**src/rtl/tdm_oc_pkg.sv**
```systemverilog
package tdm_oc_pkg;
  // Source selected by the mode bit of a control entry.
  typedef enum logic {
    SRC_SWITCHED = 1'b0,
    SRC_HOST     = 1'b1
  } slot_src_e;

  localparam int unsigned DEF_STREAMS  = 2;
  localparam int unsigned DEF_CHANNELS = 32;
  localparam int unsigned DEF_BITS     = 8;
endpackage

```
**src/rtl/tdm_slot_timer.sv**
```systemverilog
module tdm_slot_timer #(
  parameter int unsigned BITS = 8,
  parameter int unsigned NCH  = 32
) (
  input  logic                   clk,
  input  logic                   rst_n,
  input  logic                   frame_sync,
  output logic                   take_direct,
  output logic                   take_stage,
  output logic                   grab,
  output logic [$clog2(NCH)-1:0] fetch_chan
);
  localparam int unsigned BIT_W = $clog2(BITS);
  localparam int unsigned CH_W  = $clog2(NCH);

  logic [BIT_W-1:0] bit_q;
  logic [CH_W-1:0]  ch_q;
  logic             last_bit;
  logic             last_ch;

  assign last_bit = (bit_q == BIT_W'(BITS - 1));
  assign last_ch  = (ch_q == CH_W'(NCH - 1));

  always_ff @(posedge clk) begin
    if (!rst_n) begin
      bit_q <= '0;
      ch_q  <= '0;
    end else if (frame_sync) begin
      bit_q <= '0;
      ch_q  <= '0;
    end else if (last_bit) begin
      bit_q <= '0;
      ch_q  <= last_ch ? '0 : ch_q + 1'b1;
    end else begin
      bit_q <= bit_q + 1'b1;
    end
  end

  // A sync edge loads channel 0 straight into the shifter.
  // Otherwise a channel boundary moves the staged byte in.
  assign take_direct = frame_sync;
  assign take_stage  = !frame_sync && last_bit;
  // The next channel's entry is read as bit 0 of the current one ends.
  assign grab        = !frame_sync && (bit_q == '0);
  assign fetch_chan  = frame_sync ? '0 : (last_ch ? '0 : ch_q + 1'b1);
endmodule

```
**src/rtl/tdm_conn_mem.sv**
```systemverilog
module tdm_conn_mem #(
  parameter int unsigned NS    = 2,
  parameter int unsigned NCH   = 32,
  parameter int unsigned EW    = 10,
  parameter int unsigned SEL_W = 1,
  parameter logic [EW-1:0] RST_ENTRY = '0
) (
  input  logic                   clk,
  input  logic                   rst_n,
  input  logic                   wr_en,
  input  logic [SEL_W-1:0]       wr_stream,
  input  logic [$clog2(NCH)-1:0] wr_chan,
  input  logic [EW-1:0]          wr_entry,
  input  logic [$clog2(NCH)-1:0] rd_chan,
  output logic [NS*EW-1:0]       rd_entries
);
  logic [EW-1:0] mem [NS][NCH];

  always_ff @(posedge clk) begin
    if (!rst_n) begin
      for (int s = 0; s < NS; s++) begin
        for (int c = 0; c < NCH; c++) begin
          mem[s][c] <= RST_ENTRY;
        end
      end
    end else if (wr_en && (int'(wr_stream) < NS) && (int'(wr_chan) < NCH)) begin
      mem[wr_stream][wr_chan] <= wr_entry;
    end
  end

  // The read returns the value held before this edge, so a write
  // that collides with a read is seen only by later reads.
  for (genvar s = 0; s < NS; s++) begin : g_rd
    assign rd_entries[s*EW +: EW] = mem[s][rd_chan];
  end
endmodule

```
**src/rtl/tdm_stream_out.sv**
```systemverilog
module tdm_stream_out
  import tdm_oc_pkg::*;
#(
  parameter int unsigned BITS  = 8,
  parameter int unsigned SRC_W = 6,
  parameter int unsigned EW    = 10
) (
  input  logic             clk,
  input  logic             rst_n,
  input  logic             take_direct,
  input  logic             take_stage,
  input  logic             grab,
  input  logic             out_dis_n,
  input  logic [EW-1:0]    entry,
  input  logic [BITS-1:0]  dm_data,
  output logic [SRC_W-1:0] dm_addr,
  output logic             ser_out,
  output logic             ser_oe
);
  slot_src_e       src;
  logic            ts_flag;
  logic [BITS-1:0] payload;
  logic            dec_oe;
  logic [BITS-1:0] dec_byte;

  logic            stage_oe;
  logic [BITS-1:0] stage_byte;
  logic            sh_oe;
  logic [BITS-1:0] sh_byte;

  assign src     = slot_src_e'(entry[EW-1]);
  assign ts_flag = entry[EW-2];
  assign payload = entry[BITS-1:0];
  assign dm_addr = payload[SRC_W-1:0];

  always_comb begin
    if (src == SRC_HOST) begin
      dec_oe   = 1'b1;
      dec_byte = payload;
    end else begin
      dec_oe   = !ts_flag;
      dec_byte = ts_flag ? '0 : dm_data;
    end
  end

  always_ff @(posedge clk) begin
    if (!rst_n) begin
      stage_oe   <= 1'b0;
      stage_byte <= '0;
    end else if (grab) begin
      stage_oe   <= dec_oe;
      stage_byte <= dec_byte;
    end
  end

  always_ff @(posedge clk) begin
    if (!rst_n) begin
      sh_oe   <= 1'b0;
      sh_byte <= '0;
    end else if (take_direct) begin
      sh_oe   <= dec_oe;
      sh_byte <= dec_byte;
    end else if (take_stage) begin
      sh_oe   <= stage_oe;
      sh_byte <= stage_byte;
    end else begin
      sh_byte <= {sh_byte[BITS-2:0], 1'b0};
    end
  end

  assign ser_oe  = sh_oe & out_dis_n;
  assign ser_out = ser_oe & sh_byte[BITS-1];
endmodule

```
**src/rtl/tdm_out_ctrl.sv**
```systemverilog
module tdm_out_ctrl
  import tdm_oc_pkg::*;
#(
  parameter int unsigned NS   = DEF_STREAMS,
  parameter int unsigned NCH  = DEF_CHANNELS,
  parameter int unsigned BITS = DEF_BITS,
  localparam int unsigned SEL_W = (NS > 1) ? $clog2(NS) : 1,
  localparam int unsigned CH_W  = $clog2(NCH),
  localparam int unsigned SRC_W = SEL_W + CH_W,
  localparam int unsigned EW    = BITS + 2
) (
  input  logic                clk,
  input  logic                rst_n,
  input  logic                frame_sync,
  input  logic                out_dis_n,
  input  logic                host_wr_en,
  input  logic [SEL_W-1:0]    host_wr_stream,
  input  logic [CH_W-1:0]     host_wr_chan,
  input  logic [EW-1:0]       host_wr_data,
  output logic [NS*SRC_W-1:0] dm_rd_addr,
  input  logic [NS*BITS-1:0]  dm_rd_data,
  output logic [NS-1:0]       ser_out,
  output logic [NS-1:0]       ser_oe
);
  localparam logic [EW-1:0] RST_ENTRY = {SRC_SWITCHED, 1'b1, {BITS{1'b0}}};

  logic            take_direct;
  logic            take_stage;
  logic            grab;
  logic [CH_W-1:0] fetch_chan;
  logic [NS*EW-1:0] entries;

  tdm_slot_timer #(.BITS(BITS), .NCH(NCH)) u_timer (
    .clk        (clk),
    .rst_n      (rst_n),
    .frame_sync (frame_sync),
    .take_direct(take_direct),
    .take_stage (take_stage),
    .grab       (grab),
    .fetch_chan (fetch_chan)
  );

  tdm_conn_mem #(
    .NS(NS), .NCH(NCH), .EW(EW), .SEL_W(SEL_W), .RST_ENTRY(RST_ENTRY)
  ) u_mem (
    .clk       (clk),
    .rst_n     (rst_n),
    .wr_en     (host_wr_en),
    .wr_stream (host_wr_stream),
    .wr_chan   (host_wr_chan),
    .wr_entry  (host_wr_data),
    .rd_chan   (fetch_chan),
    .rd_entries(entries)
  );

  for (genvar s = 0; s < NS; s++) begin : g_stream
    tdm_stream_out #(.BITS(BITS), .SRC_W(SRC_W), .EW(EW)) u_out (
      .clk        (clk),
      .rst_n      (rst_n),
      .take_direct(take_direct),
      .take_stage (take_stage),
      .grab       (grab),
      .out_dis_n  (out_dis_n),
      .entry      (entries[s*EW +: EW]),
      .dm_data    (dm_rd_data[s*BITS +: BITS]),
      .dm_addr    (dm_rd_addr[s*SRC_W +: SRC_W]),
      .ser_out    (ser_out[s]),
      .ser_oe     (ser_oe[s])
    );
  end
endmodule

```
**config.mk**
```make
export PLATFORM = sky130hd
export DESIGN_NAME = tdm_out_ctrl
export DESIGN_NICKNAME = d
export VERILOG_FILES = /design/src/rtl/tdm_oc_pkg.sv /design/src/rtl/tdm_slot_timer.sv /design/src/rtl/tdm_conn_mem.sv /design/src/rtl/tdm_stream_out.sv /design/src/rtl/tdm_out_ctrl.sv
export SDC_FILE = /design/constraint.sdc
export NUM_CORES = 1
export LEC_CHECK = 0
export BUFFER_PORTS_ARGS = -buffer_cell sky130_fd_sc_hd__buf_2
export CORE_ASPECT_RATIO = 0.9
export CORE_MARGIN = 2
export CORE_UTILIZATION = 60
export DETAILED_ROUTE_END_ITERATION = 6
export PLACE_DENSITY = 0.86
export SLEW_MARGIN = 10
export SYNTH_ARGS = -nofsm -noshare
export SYNTH_HDL_FRONTEND = slang
export SYNTH_SLANG_ARGS = --single-unit
```
**constraint.sdc**
```tcl
create_clock -name clk -period 3.49 [get_ports clk]
set_input_delay 0.1745 -clock clk [delete_from_list [all_inputs] [get_ports clk]]
set_output_delay 0.1745 -clock clk [all_outputs]
set_load 0.03 [all_outputs]
```
# Yosys cells after proc, flatten, opt, wreduce, memory -nomap -nowiden
# Memories as Yosys holds them, arrays and structs flattened.
# Index checks and enable logic that the tools add are counted.
[op_classes]
add_sub_neg = 2
n_lt_le_gt_ge = 3
n_eq_ne = 2
n_mux = 31
bitwise_logic = 7
reduce_logical = 11
[ops]
columns = ["op", "count"]
rows = [
  ["2-to-1 mux 320 bit", 3],
  ["OR reduction 320 bit", 1],
  ["binary-select mux 10 bit (select 5 bit)", 2],
  ["2-to-1 mux 8 bit", 8],
  ["demux 10 bit (select 5 bit)", 1],
  ["2-to-1 mux 10 bit", 5],
  ["greater-or-equal comparator 6 bit (second input constant)", 2],
  ["inverter 5 -> 6 bit", 2],
  ["2-to-1 mux 1 bit", 10],
  ["2-to-1 mux 5 bit", 2],
  ["less-than comparator 6 x 1 -> 1 bit (second input constant)", 1],
  ["adder 5 x 1 -> 5 bit (second input constant)", 1],
  ["== test 5 bit (second input constant)", 1],
  ["AND 1 bit", 4],
  ["adder 3 x 1 -> 3 bit (second input constant)", 1],
  ["== test 3 bit (second input constant)", 1],
  ["logical AND 1 bit", 3],
  ["zero test 1 bit", 3],
  ["zero test 3 bit", 1],
  ["OR reduction 3 bit", 1],
  ["nonzero test 2 bit", 1],
  ["OR reduction 2 bit", 1],
  ["inverter 1 bit", 1],
]
[word_totals]
register_bits = 44
ramBits = 640
inputBits = 37
elab_cells = 67
memories = 1
[memory_table]
columns = ["memory", "depth", "width", "rd", "rd_clocked_by_memory_dff", "write_ports", "line_no", "text"]
rows = [
  ["u_mem.mem", 2, 320, 2, 0, 2, "tdm_conn_mem.sv:17", "logic [EW-1:0] mem [NS][NCH];"],
]

# Logic depth before layout (Yosys ltp)
# Gate-level depths: netlist of run 1.
[logic_depth]
word_depth = 10
ltp_mapped = 16

# Cells and area by module
# Synthesis of run 1 repeated with hierarchy kept, for this count alone.
[hier_totals]
hier_cells = 2139
hier_area_um2 = 30156.4
[modules_own_cells]
columns = ["mod", "instances", "cells_each", "area_each_um2", "seq_area_each_um2"]
rows = [
  ["tdm_conn_mem", 1, 1910, 28016.9, 19218.4],
  ["tdm_stream_out", 2, 90, 845.8, 360.3],
  ["tdm_slot_timer", 1, 49, 447.9, 160.2],
]

# Worst setup path after synthesis of run 1
# OpenSTA, ideal clock, no wires.
[synth_timing]
path_kind = "register to register"
start = "register u_timer.ch_q[0]"
end = "register g_stream[0].u_out.sh_byte[1]"
setup_time_ps = 71
arrival_ps = 3443
setup_slack_ps = -24
stages_incl_launch_ff = 15
path_buffers = 4
synth_period_minus_slack_ps = 3514
path_cell_list = "dfxtp_1 > ha_1 > and3_1 > ha_1 > buf_2 > nor2_1 > nand2_2 > buf_2 > buf_2 > buf_1 > nand3_1 > a21oi_1 > o311ai_1 > a2bb2oi_1 > a21oi_1"
[synth_between]
elab_cells_between_ends = 11
cone_classes = "add/sub (1); eq/ne (1); mux (8); bitwise (1)"
[synth_rtl]
columns = ["element", "line_no", "text"]
rows = [
  ["from (decl)", "tdm_slot_timer.sv:17", "logic [CH_W-1:0] ch_q;"],
  ["from (signal assigned)", "tdm_slot_timer.sv:33", "ch_q <= last_ch ? '0 : ch_q + 1'b1;"],
  ["adder 5 x 1 -> 5 bit or == test 5 bit (tied branches)", "tdm_slot_timer.sv:45, tdm_slot_timer.sv:22", ""],
  ["2-to-1 mux 5 bit * (2 in a row)", "tdm_slot_timer.sv:45", "assign fetch_chan = frame_sync ? '0 : (last_ch ? '0 : ch_q + 1'b1);"],
  ["inverter 5 -> 6 bit (not written as such) *", "tdm_conn_mem.sv:34", "assign rd_entries[s*EW +: EW] = mem[s][rd_chan];"],
  ["binary-select mux 10 bit (select 5 bit) *", "tdm_conn_mem.sv:34", ""],
  ["2-to-1 mux 10 bit (not written as such) * (2 in a row)", "tdm_conn_mem.sv:34", ""],
  ["named net dm_rd_addr[1]", "tdm_out_ctrl.sv:20", "output logic [NS*SRC_W-1:0] dm_rd_addr,"],
  ["2-to-1 mux 8 bit *", "tdm_stream_out.sv:37", "if (src == SRC_HOST) begin"],
  ["2-to-1 mux 8 bit *", "tdm_stream_out.sv:60", "end else if (take_direct) begin"],
  ["to (signal assigned)", "tdm_stream_out.sv:62", "sh_byte <= dec_byte;"],
  ["to (signal assigned)", "tdm_stream_out.sv:65", "sh_byte <= stage_byte;"],
  ["to (signal assigned)", "tdm_stream_out.sv:67", "sh_byte <= {sh_byte[BITS-2:0], 1'b0};"],
  ["to (decl)", "tdm_stream_out.sv:29", "logic [BITS-1:0] sh_byte;"],
]
# The timed path passes the listed nets; every way through them passes the cells marked *. The select of a mux whose other input is x is not followed.
# A chain may end at the register's enable or synchronous reset.

# Final worst setup path of run 1
[layout_timing]
start = "register u_timer.ch_q[1]"
end = "output dm_rd_addr[4]"
[layout_between]
elab_chain_len = 7
elab_cells_between_ends = 8
cone_classes = "add/sub (1); eq/ne (1); mux (5); bitwise (1)"
[layout_rtl]
columns = ["element", "line_no"]
rows = [
  ["adder 5 x 1 -> 5 bit or == test 5 bit (tied branches)", "tdm_slot_timer.sv:45, tdm_slot_timer.sv:22"],
  ["2-to-1 mux 5 bit * (2 in a row)", "tdm_slot_timer.sv:45"],
  ["inverter 5 -> 6 bit (not written as such) *", "tdm_conn_mem.sv:34"],
  ["binary-select mux 10 bit (select 5 bit) *", "tdm_conn_mem.sv:34"],
  ["2-to-1 mux 10 bit (not written as such) * (2 in a row)", "tdm_conn_mem.sv:34"],
  ["to (decl)", "tdm_out_ctrl.sv:20"],
]
# Every way passes the cells marked *; elsewhere a longest branch is shown, timed or not. The select of a mux whose other input is x is not followed.

==> results of run 1 <==
==> layer usage <==
metal / wire (um) / track usage / vias to the layer above
met5: 27 / 0 / -
met4: 6290 / 0.199 / 4
met3: 16500 / 0.110 / 508
met2: 44800 / 0.575 / 2552
met1: 33100 / 0.496 / 11793
li1: - / - / 9956
==> critical path: cells and delay by family (launching register included) <==
kind / cells / cell delay [ns]
flip-flops: 1 / 0.34
adder cells (fa/ha/maj): 2 / 0.35
multiplexers: 1 / 0.29
buffers and inverters: 4 / 0.73
AND/OR/NAND/NOR: 3 / 0.69
AO/OA/AOI/OAI: 3 / 0.54
==> sequential cells by signal, indices dropped and copies added, names as in the netlist <==
register and cells:
g_stream.u_out.stage_byte 16, g_stream.u_out.stage_oe 2, u_timer.bit_q 3, g_stream.u_out.sh_byte 16, g_stream.u_out.sh_oe 2, u_mem.mem 640
u_timer.ch_q 5
==> power by group through the flow <==
stage,logic (W),clock network (W),registers (W)
2_1_floorplan,0.000747,0,0.00986
3_3_place_gp,0.00118,0,0.00991
3_5_place_dp,0.00123,0,0.00994
4_1_cts,0.00135,0.00716,0.00978
5_1_grt,0.00150,0.00750,0.00985
6_report,0.00144,0.00723,0.00982
==> final timing paths <==
kind	startpoint	to	slack [ns]	cells past startpoint
min	dm_rd_data[3]	g_stream[0].u_out.sh_byte[3]$_SDFF_PN0_	-0.001	4
max reg2reg	u_timer.ch_q[1]$_SDFFE_PP0P_	g_stream[1].u_out.sh_byte[0]$_SDFF_PN0_	-0.06	14
min reg2reg	u_timer.bit_q[0]$_SDFF_PP0_	u_timer.bit_q[0]$_SDFF_PP0_	0.47	1
max	u_timer.ch_q[1]$_SDFFE_PP0P_	dm_rd_addr[4]	-0.26	13
==> kinds of logic (layout without fill, tap and decap cells) <==
family	after synthesis	in the layout	share of synthesized area
compound gates	452	452	0.0987
xor+xnor	2	2	0.000825
flops	684	684	0.663
buf+inv	260	444	0.0365
simple gates	1162	1164	0.176
fa+ha+maj	5	5	0.00206
mux	64	64	0.0234
==> through the flow <==
| step | total power, W | cells | worst slack (ns) | area (um^2) |
|---|---|---|---|---|
| floorplan | 0.0106 | 2629 | 0.201 | 30400 |
| global placement | 0.0111 | 3301 | -0.0427 | 32100 |
| detailed placement | 0.0112 | 3301 | -0.140 | 32100 |
| CTS | 0.0183 | 3488 | -0.156 | 35700 |
| global route | 0.0188 | 3495 | -0.303 | 36000 |
| finish | 0.0185 | 3495 | -0.259 | 36000 |
==> synthesized netlist by cell type, types with 6 or more instances <==
cell                          n  share of area
sky130_fd_sc_hd__dfxtp_1     44          0.029
sky130_fd_sc_hd__o21ai_0     87          0.014
sky130_fd_sc_hd__nor3_1     111          0.018
sky130_fd_sc_hd__nand3_1    121          0.020
sky130_fd_sc_hd__nor3b_1      7         0.0017
sky130_fd_sc_hd__or2_2        8         0.0016
sky130_fd_sc_hd__o211ai_1    41          0.010
sky130_fd_sc_hd__and2_1      27         0.0056
sky130_fd_sc_hd__a21oi_1    116          0.019
sky130_fd_sc_hd__nor2_1     298          0.037
sky130_fd_sc_hd__a2111oi_0   11         0.0032
sky130_fd_sc_hd__a31o_2      10         0.0029
sky130_fd_sc_hd__inv_1       24         0.0030
sky130_fd_sc_hd__buf_2       69          0.011
sky130_fd_sc_hd__a22oi_1     13         0.0032
sky130_fd_sc_hd__a31oi_1     42         0.0087
sky130_fd_sc_hd__nor2b_1      7         0.0014
sky130_fd_sc_hd__mux2i_1     35          0.012
sky130_fd_sc_hd__mux2_2      26         0.0097
sky130_fd_sc_hd__o21bai_1     6         0.0015
sky130_fd_sc_hd__a311oi_1     8         0.0023
sky130_fd_sc_hd__a211oi_1    24         0.0059
sky130_fd_sc_hd__buf_1       14         0.0017
sky130_fd_sc_hd__or4_1        7         0.0017
sky130_fd_sc_hd__o22ai_1     11         0.0023
sky130_fd_sc_hd__clkbuf_1   144          0.018
sky130_fd_sc_hd__buf_4        6         0.0015
sky130_fd_sc_hd__edfxtp_1   640           0.63
sky130_fd_sc_hd__or3_1       38         0.0078
sky130_fd_sc_hd__nand4_1      6         0.0012
sky130_fd_sc_hd__a221oi_1    12         0.0035
sky130_fd_sc_hd__nand2b_1    11         0.0023
sky130_fd_sc_hd__a32oi_1     11         0.0032
sky130_fd_sc_hd__nand2_1    390          0.048
sky130_fd_sc_hd__o311ai_0    11         0.0032
sky130_fd_sc_hd__and3_1      98          0.020
==> repair_timing <==
| item | CTS | global route |
|---|---|---|
| pin swaps | 34 | 35 |
| resized for setup | 159 | 70 |
| hold buffers | 10 | 0 |
| setup buffers | 38 | 8 |
| setup endpoints to repair | 41 | 46 |
| hold endpoints to repair | 19 | 0 |
| cloned | 13 | 1 |
==> layout make-up <==
type                       instances  share of cell area
timing repair buffer             294              0.0792
tap                              680              0.0236
multi-input combinational       1687               0.276
inverter                          24             0.00250
clock buffer                      92              0.0527
clock inverter                    34             0.00713
sequential                       684               0.558
==> impl_metrics.yaml, run 1 <==
run_status:
  run_status: "finished, violations left"
  violated_checks: "DRC, hold timing, setup timing"
clocking:
  tritoncts: "done"
  cts_htree_levels: 3
  root_buffer: "sky130_fd_sc_hd__clkbuf_16"
  clock_latency_ns: 0.63
  buffer_levels_on_the_longest_clock_path: 3
  cts_inserted_buffers: 70
  clkSlewWorstSetupHoldPaths_ns: 0.06
  clock_tree_sinks: 684
setup_path:
  crit_path_top_delay_cell: "sky130_fd_sc_hd__or3_4"
  worstPathMaxFanout: 8
  endpoint_kind: "output pin"
  timing.setup.critical_path_class: "register to output pin"
  timing.critical_path.arrival_ns: 3.57
  worst_path_largest_cell_delay_ns: 0.45
  worst-endpoint-required_ns: 3.32
  worst_path_cell_trace: "ha_4 -> and3_4 -> ha_4 -> buf_12 -> or3_4 -> buf_12 -> nand2_4 -> a32oi_2 -> mux2_4 -> o211ai_1 -> buf_4 -> o311ai_4 -> buf_6"
  critPathLaunchType: "register"
route:
  drc_errors: 6
  drt-vias-per-instance: 7.10
  antenna_left: 0
  dr.first_iter.drc_count: 5082
  routed_wl_mm: 101
  routedWlPerCell_um: 28.8
  route.vias.total: 24813
  drt_pre_antenna_iters: 7
finish:
  num-fill-cells: 2989
  final_util: 0.718
  register_area_mm2: 0.0201
  layout.cells.most_common: "sky130_fd_sc_hd__edfxtp_1"
  most_used_cells_in_the_layout_excluding_fill_and_tap_cells: "sky130_fd_sc_hd__edfxtp_1, sky130_fd_sc_hd__nand2_1, sky130_fd_sc_hd__nor2_1"
  syn_to_final_growth_pct: 18.7
  area_taken_by_multi_input_logic_gates_mm2: 0.00995
  fraction_of_final_layout_cells_sized_beyond_drive_strength_1: 0.200
  n_antenna_cell: 0
  num-nets-final: 2803
power:
  switching_power_w: 0.00438
  power.share.clock: 0.391
  power_frac_seq: 0.531
  p_leak_nw: 12.9
  power_per_unit_of_standard_cell_area_mw_per_mm2: 514
  power.share.combinational: 0.078
  internal-power_w: 0.0141
  switching_share: 0.237
  vdd_ir_drop_max_mv: 0.339
floorplan:
  placeable_core_area_mm2: 0.0502
  die_height_um: 217
  ios: 53
  total_die_area_mm2: 0.0524
  die-width_um: 241
  row_count: 78
  initial_core_util: 0.605
placed_design:
  place.port_buffers: 52
  final_gp_congestion: 0.988
  dpl.hpwl_mm: 59.3
timing:
  post-route-worst-setup-slack_ns: -0.259
  timing.slew.headroom: 0.161
  final_min_period_over_clock_period: 1.07
  rsz0062_at_grt: "yes"
  max_freq_ghz: 0.267
  setup_viol: 18
  post-route-min-period_ns: 3.75
  worst-slew-pin-transition_ns: 1.26
  final-max-slew-violation-count: 0
  hold_viol: 1
  final.setup.tns_ns: -2.59
  worst_clock_skew_ns: 0.0227
  hold_slack_ns: -0.00127
synth:
  synth_fp_nets: 2671
  synth_async_sr_flop_share: 0
  ys.warnings.count: 0
  syn-cell-area_mm2: 0.0303
  synth-main-ff-cell: "sky130_fd_sc_hd__edfxtp_1"
  synth_seq_cells: 684
  synthesized_instance_count: 2629
  synth_edf_count: 640
  netlist-cell-type-count: 74
  synthesis.area_per_instance_um2: 11.5
  share_of_the_yosys_chip_area_belonging_to_registers: 0.663
global_routing:
  grt_pass1_wl_mm: 146
  grt_remaining_overflow: 0
  grt_util_all_layers: 0.378
  grt_pass1_vias: 23650
  antenna_found_initial: 2
  grt_start_max_net_pins: 96
min_path:
  hold_path.class: "primary input to register"
flow_run:
  maxCapViolations: 0
(Power assumes the default switching activity.)
==> run 2, diff against run 1 <==
--- a/config.mk
+++ b/config.mk
@@ -14,4 +14,5 @@
 export SLEW_MARGIN = 10
 export SYNTH_ARGS = -nofsm -noshare
 export SYNTH_HDL_FRONTEND = slang
+export SYNTH_HIERARCHICAL = 1
 export SYNTH_SLANG_ARGS = --single-unit
==> constraint.sdc (replaced) <==
create_clock -name clk -period 3.49 [get_ports clk]
set_input_delay 0.1745 -clock clk [delete_from_list [all_inputs] [get_ports clk]]
set_output_delay 0.1745 -clock clk [all_outputs]
set_load 0.02 [all_outputs]
==> impl_metrics.yaml, run 2 <==
min_path:
  hold_path.class: "primary input to register"
  min_to: "g_stream[1].u_out/sh_byte[5]$_SDFF_PN0_"
  min_from: "dm_rd_data[13]"
  min_delay_path_depth: 4
setup_path:
  timing.critical_path.arrival_ns: 3.36
  endpoint_kind: "output pin"
  timing.critical_path.mode_cell: "sky130_fd_sc_hd__nor3_2"
  crit_path_top_delay_cell: "sky130_fd_sc_hd__nor3_2"
  reg2regPathDepth: 15
  worst_path_dominant_cell_family: "simple AND/OR/NAND/NOR gates"
  critPathLaunchType: "register"
  reg2reg_slack_ns: 0.10
  timing.setup.critical_path_class: "register to output pin"
  worstPathMaxFanout: 9
  worst-endpoint-required_ns: 3.32
  worst_path_cell_trace: "ha_2 -> and3_2 -> ha_4 -> nor3_2 -> or2_2 -> buf_4 -> nor3_2 -> a31oi_2 -> nand3_1 -> buf_2"
  rr_endpoint: "g_stream[0].u_out/stage_byte[5]$_SDFFE_PN0P_"
  regToRegStartpoint: "u_timer/ch_q[1]$_SDFFE_PP0N_"
  worst-path-buf-inv: 2
  worst_path_largest_cell_delay_ns: 0.37
global_routing:
  grt_pass1_vias: 19301
  grt_pass1_wl_mm: 115
  grt_remaining_overflow: 0
  antenna_found_initial: 4
  grt_start_max_net_pins: 61
  grt_util_all_layers: 0.297
finish:
  num-nets-final: 2275
  fraction_of_final_layout_cells_sized_beyond_drive_strength_1: 0.170
  flip_flop_count_of_the_largest_register_after_layout: 640
  num-fill-cells: 2958
  most_used_cells_in_the_layout_excluding_fill_and_tap_cells: "sky130_fd_sc_hd__edfxtp_1, sky130_fd_sc_hd__mux2i_1, sky130_fd_sc_hd__and2_1"
  syn_to_final_growth_pct: 14.6
  reg_top3: "u_mem/mem: 640 flops, g_stream.u_out/sh_byte: 16 flops, g_stream.u_out/stage_byte: 16 flops"
  layout.cells.most_common: "sky130_fd_sc_hd__edfxtp_1"
  finalNonFillerCells: 2958
  final_util: 0.699
  largest_register: "u_mem/mem"
clocking:
  root_buffer: "sky130_fd_sc_hd__clkbuf_16"
  tritoncts: "done"
  clkSlewWorstSetupHoldPaths_ns: 0.06
  clock_tree_sinks: 684
  cts_inserted_buffers: 68
  cts_htree_levels: 3
  clock_latency_ns: 0.64
  buffer_levels_on_the_longest_clock_path: 3
power:
  p_leak_nw: 11.5
  vdd_ir_drop_max_mv: 0.354
  power_per_unit_of_standard_cell_area_mw_per_mm2: 532
route:
  routed_wl_mm: 80.0
  drt-vias-per-instance: 6.63
  drt_pre_antenna_iters: 7
  routedWlPerCell_um: 27.0
  dr.first_iter.drc_count: 2960
  drc_errors: 1
  route.vias.total: 19601
  antenna_left: 0
timing:
  final_min_period_over_clock_period: 1.01
  max_freq_ghz: 0.283
  post-route-min-period_ns: 3.53
  final-max-slew-violation-count: 0
  hold_viol: 0
  worst_clock_skew_ns: 0.0332
  setup_viol: 3
  worst-slew-pin-transition_ns: 1.23
  post-route-worst-setup-slack_ns: -0.0419
  timing.slew.headroom: 0.182
  hold_slack_ns: 0.141
  rsz0062_at_grt: "yes"
synth:
  synth_fp_nets: 2181
  synth_top_cell_by_area: "sky130_fd_sc_hd__edfxtp_1"
  netlist-cell-type-count: 49
  synthDominantCellAreaShare: 0.637
  synth-main-ff-cell: "sky130_fd_sc_hd__edfxtp_1"
  synth_edf_count: 640
  ys.warnings.count: 6
  synthesized_instance_count: 2139
  synth_seq_cells: 684
  yosys.cell_count.top_type: "sky130_fd_sc_hd__edfxtp_1"
  synth_async_sr_flop_share: 0
  syn-cell-area_mm2: 0.0302
  share_of_the_yosys_chip_area_belonging_to_registers: 0.667
  synthTopCellsByArea: "sky130_fd_sc_hd__edfxtp_1, sky130_fd_sc_hd__mux2i_1, sky130_fd_sc_hd__and2_1"
  synthesis.area_per_instance_um2: 14.1
  most_frequent_cells_after_synthesis: "sky130_fd_sc_hd__edfxtp_1, sky130_fd_sc_hd__mux2i_1, sky130_fd_sc_hd__and2_1"
floorplan:
  total_die_area_mm2: 0.0521
  row_count: 77
  placeable_core_area_mm2: 0.0494
  die-width_um: 240
  die_height_um: 217
  ios: 53
  initial_core_util: 0.610
placed_design:
  dpl.cell_count: 2797
  final_gp_congestion: 0.916
  dpl_worst_slack_ns: -0.313
  place.port_buffers: 52
  dpl.hpwl_mm: 46.1
flow_run:
  maxCapViolations: 0
run_status:
  violated_checks: "DRC, setup timing"
  run_status: "finished, violations left"
[run 2: cell types whose count changed after synthesis, sizes merged, moves of 40 or more]
| cell | delta |
|---|---|
| nor2 | -224 |
| o211ai | -41 |
| a22oi | +78 |
| and2 | +272 |
| nand2 | -337 |
| mux2i | +287 |
| a22o | +40 |
| nor3 | -85 |
| nand3 | -80 |
| clkbuf | -55 |
| and3 | -85 |
[run 2: layout make-up]
type	instances	area, um^2	area share
antenna	2	5.00	0.000145
clock inverter	34	332	0.00959
timing repair buffer	197	1820	0.0527
sequential	684	20100	0.582
inverter	3	11.3	0.000326
clock buffer	88	1870	0.0542
multi-input combinational	1279	9590	0.277
tap	671	840	0.0243
[run 2: repair_timing]
item,4_1_cts,5_1_grt
endpoints found under the hold margin,24,0
endpoints found under the setup margin,47,48
hold buffers,12,0
gates cloned,5,5
resized for setup,53,42
pin swaps,4,4
setup buffers,11,4
[run 2: kinds of logic after synthesis]
kind of cell,after synthesis,synth area share
multiplexers,339,0.115
AO/OA/AOI/OAI,331,0.0692
AND/OR/NAND/NOR,601,0.116
flip-flops,684,0.667
buffers and inverters,177,0.0312
adder cells (fa/ha/maj),5,0.00207
XOR/XNOR,2,0.000581
[run 2: worst max-delay path by stage]
stage / from / end / slack, ns / cells after the start
after CTS: u_timer/ch_q[1]$_SDFFE_PP0N_ / dm_rd_addr[2] / 0.004 / 13
after floorplan: u_timer/ch_q[0]$_SDFFE_PP0N_ / g_stream[0].u_out/sh_byte[0]$_SDFF_PN0_ / 0.52 / 14
after detailed placement: u_timer/ch_q[1]$_SDFFE_PP0N_ / g_stream[1].u_out/stage_byte[1]$_SDFFE_PN0P_ / -0.31 / 13
final: u_timer/ch_q[1]$_SDFFE_PP0N_ / dm_rd_addr[3] / -0.04 / 10
after global routing: u_timer/ch_q[1]$_SDFFE_PP0N_ / dm_rd_addr[2] / -0.07 / 12
after global placement: u_timer/ch_q[1]$_SDFFE_PP0N_ / g_stream[1].u_out/sh_byte[0]$_SDFF_PN0_ / -0.09 / 13
[run 2: layer usage]
metal / vias to the layer above / global-route usage / wire (um)
met2: 1542 / 0.466 / 37600
met3: 239 / 0.0709 / 10400
met5: - / 0 / 13
met4: 2 / 0.113 / 2920
met1: 9616 / 0.405 / 29100
li1: 8202 / - / -
[run 2: per-stage QoR]
| stage | power (W) | setup TNS, ns | area (um^2) |
|---|---|---|---|
| floorplan | 0.0106 | 0 | 30200 |
| CTS | 0.0183 | 0 | 34200 |
| detailed placement | 0.0111 | -4.66 | 31300 |
| global route | 0.0188 | -0.343 | 34600 |
| finish | 0.0184 | -0.0900 | 34600 |
| global placement | 0.0110 | -0.783 | 31300 |
[run 2: tightest hold or removal path, cell delays in order]
cell                      delay [ns]
sky130_fd_sc_hd__buf_2          0.10
sky130_fd_sc_hd__nor3b_1        0.13
sky130_fd_sc_hd__a21oi_1        0.20
sky130_fd_sc_hd__a21oi_1        0.10
[run 2: power breakdown]
group / switching [W] / total, W / internal [W] / leakage [nW]
sequential: 0.000199 / 0.00983 / 0.00963 / 6.46
combinational: 0.000891 / 0.00127 / 0.000379 / 3.92
clock: 0.00306 / 0.00730 / 0.00424 / 1.07
total: 0.00415 / 0.0184 / 0.0142 / 11.5
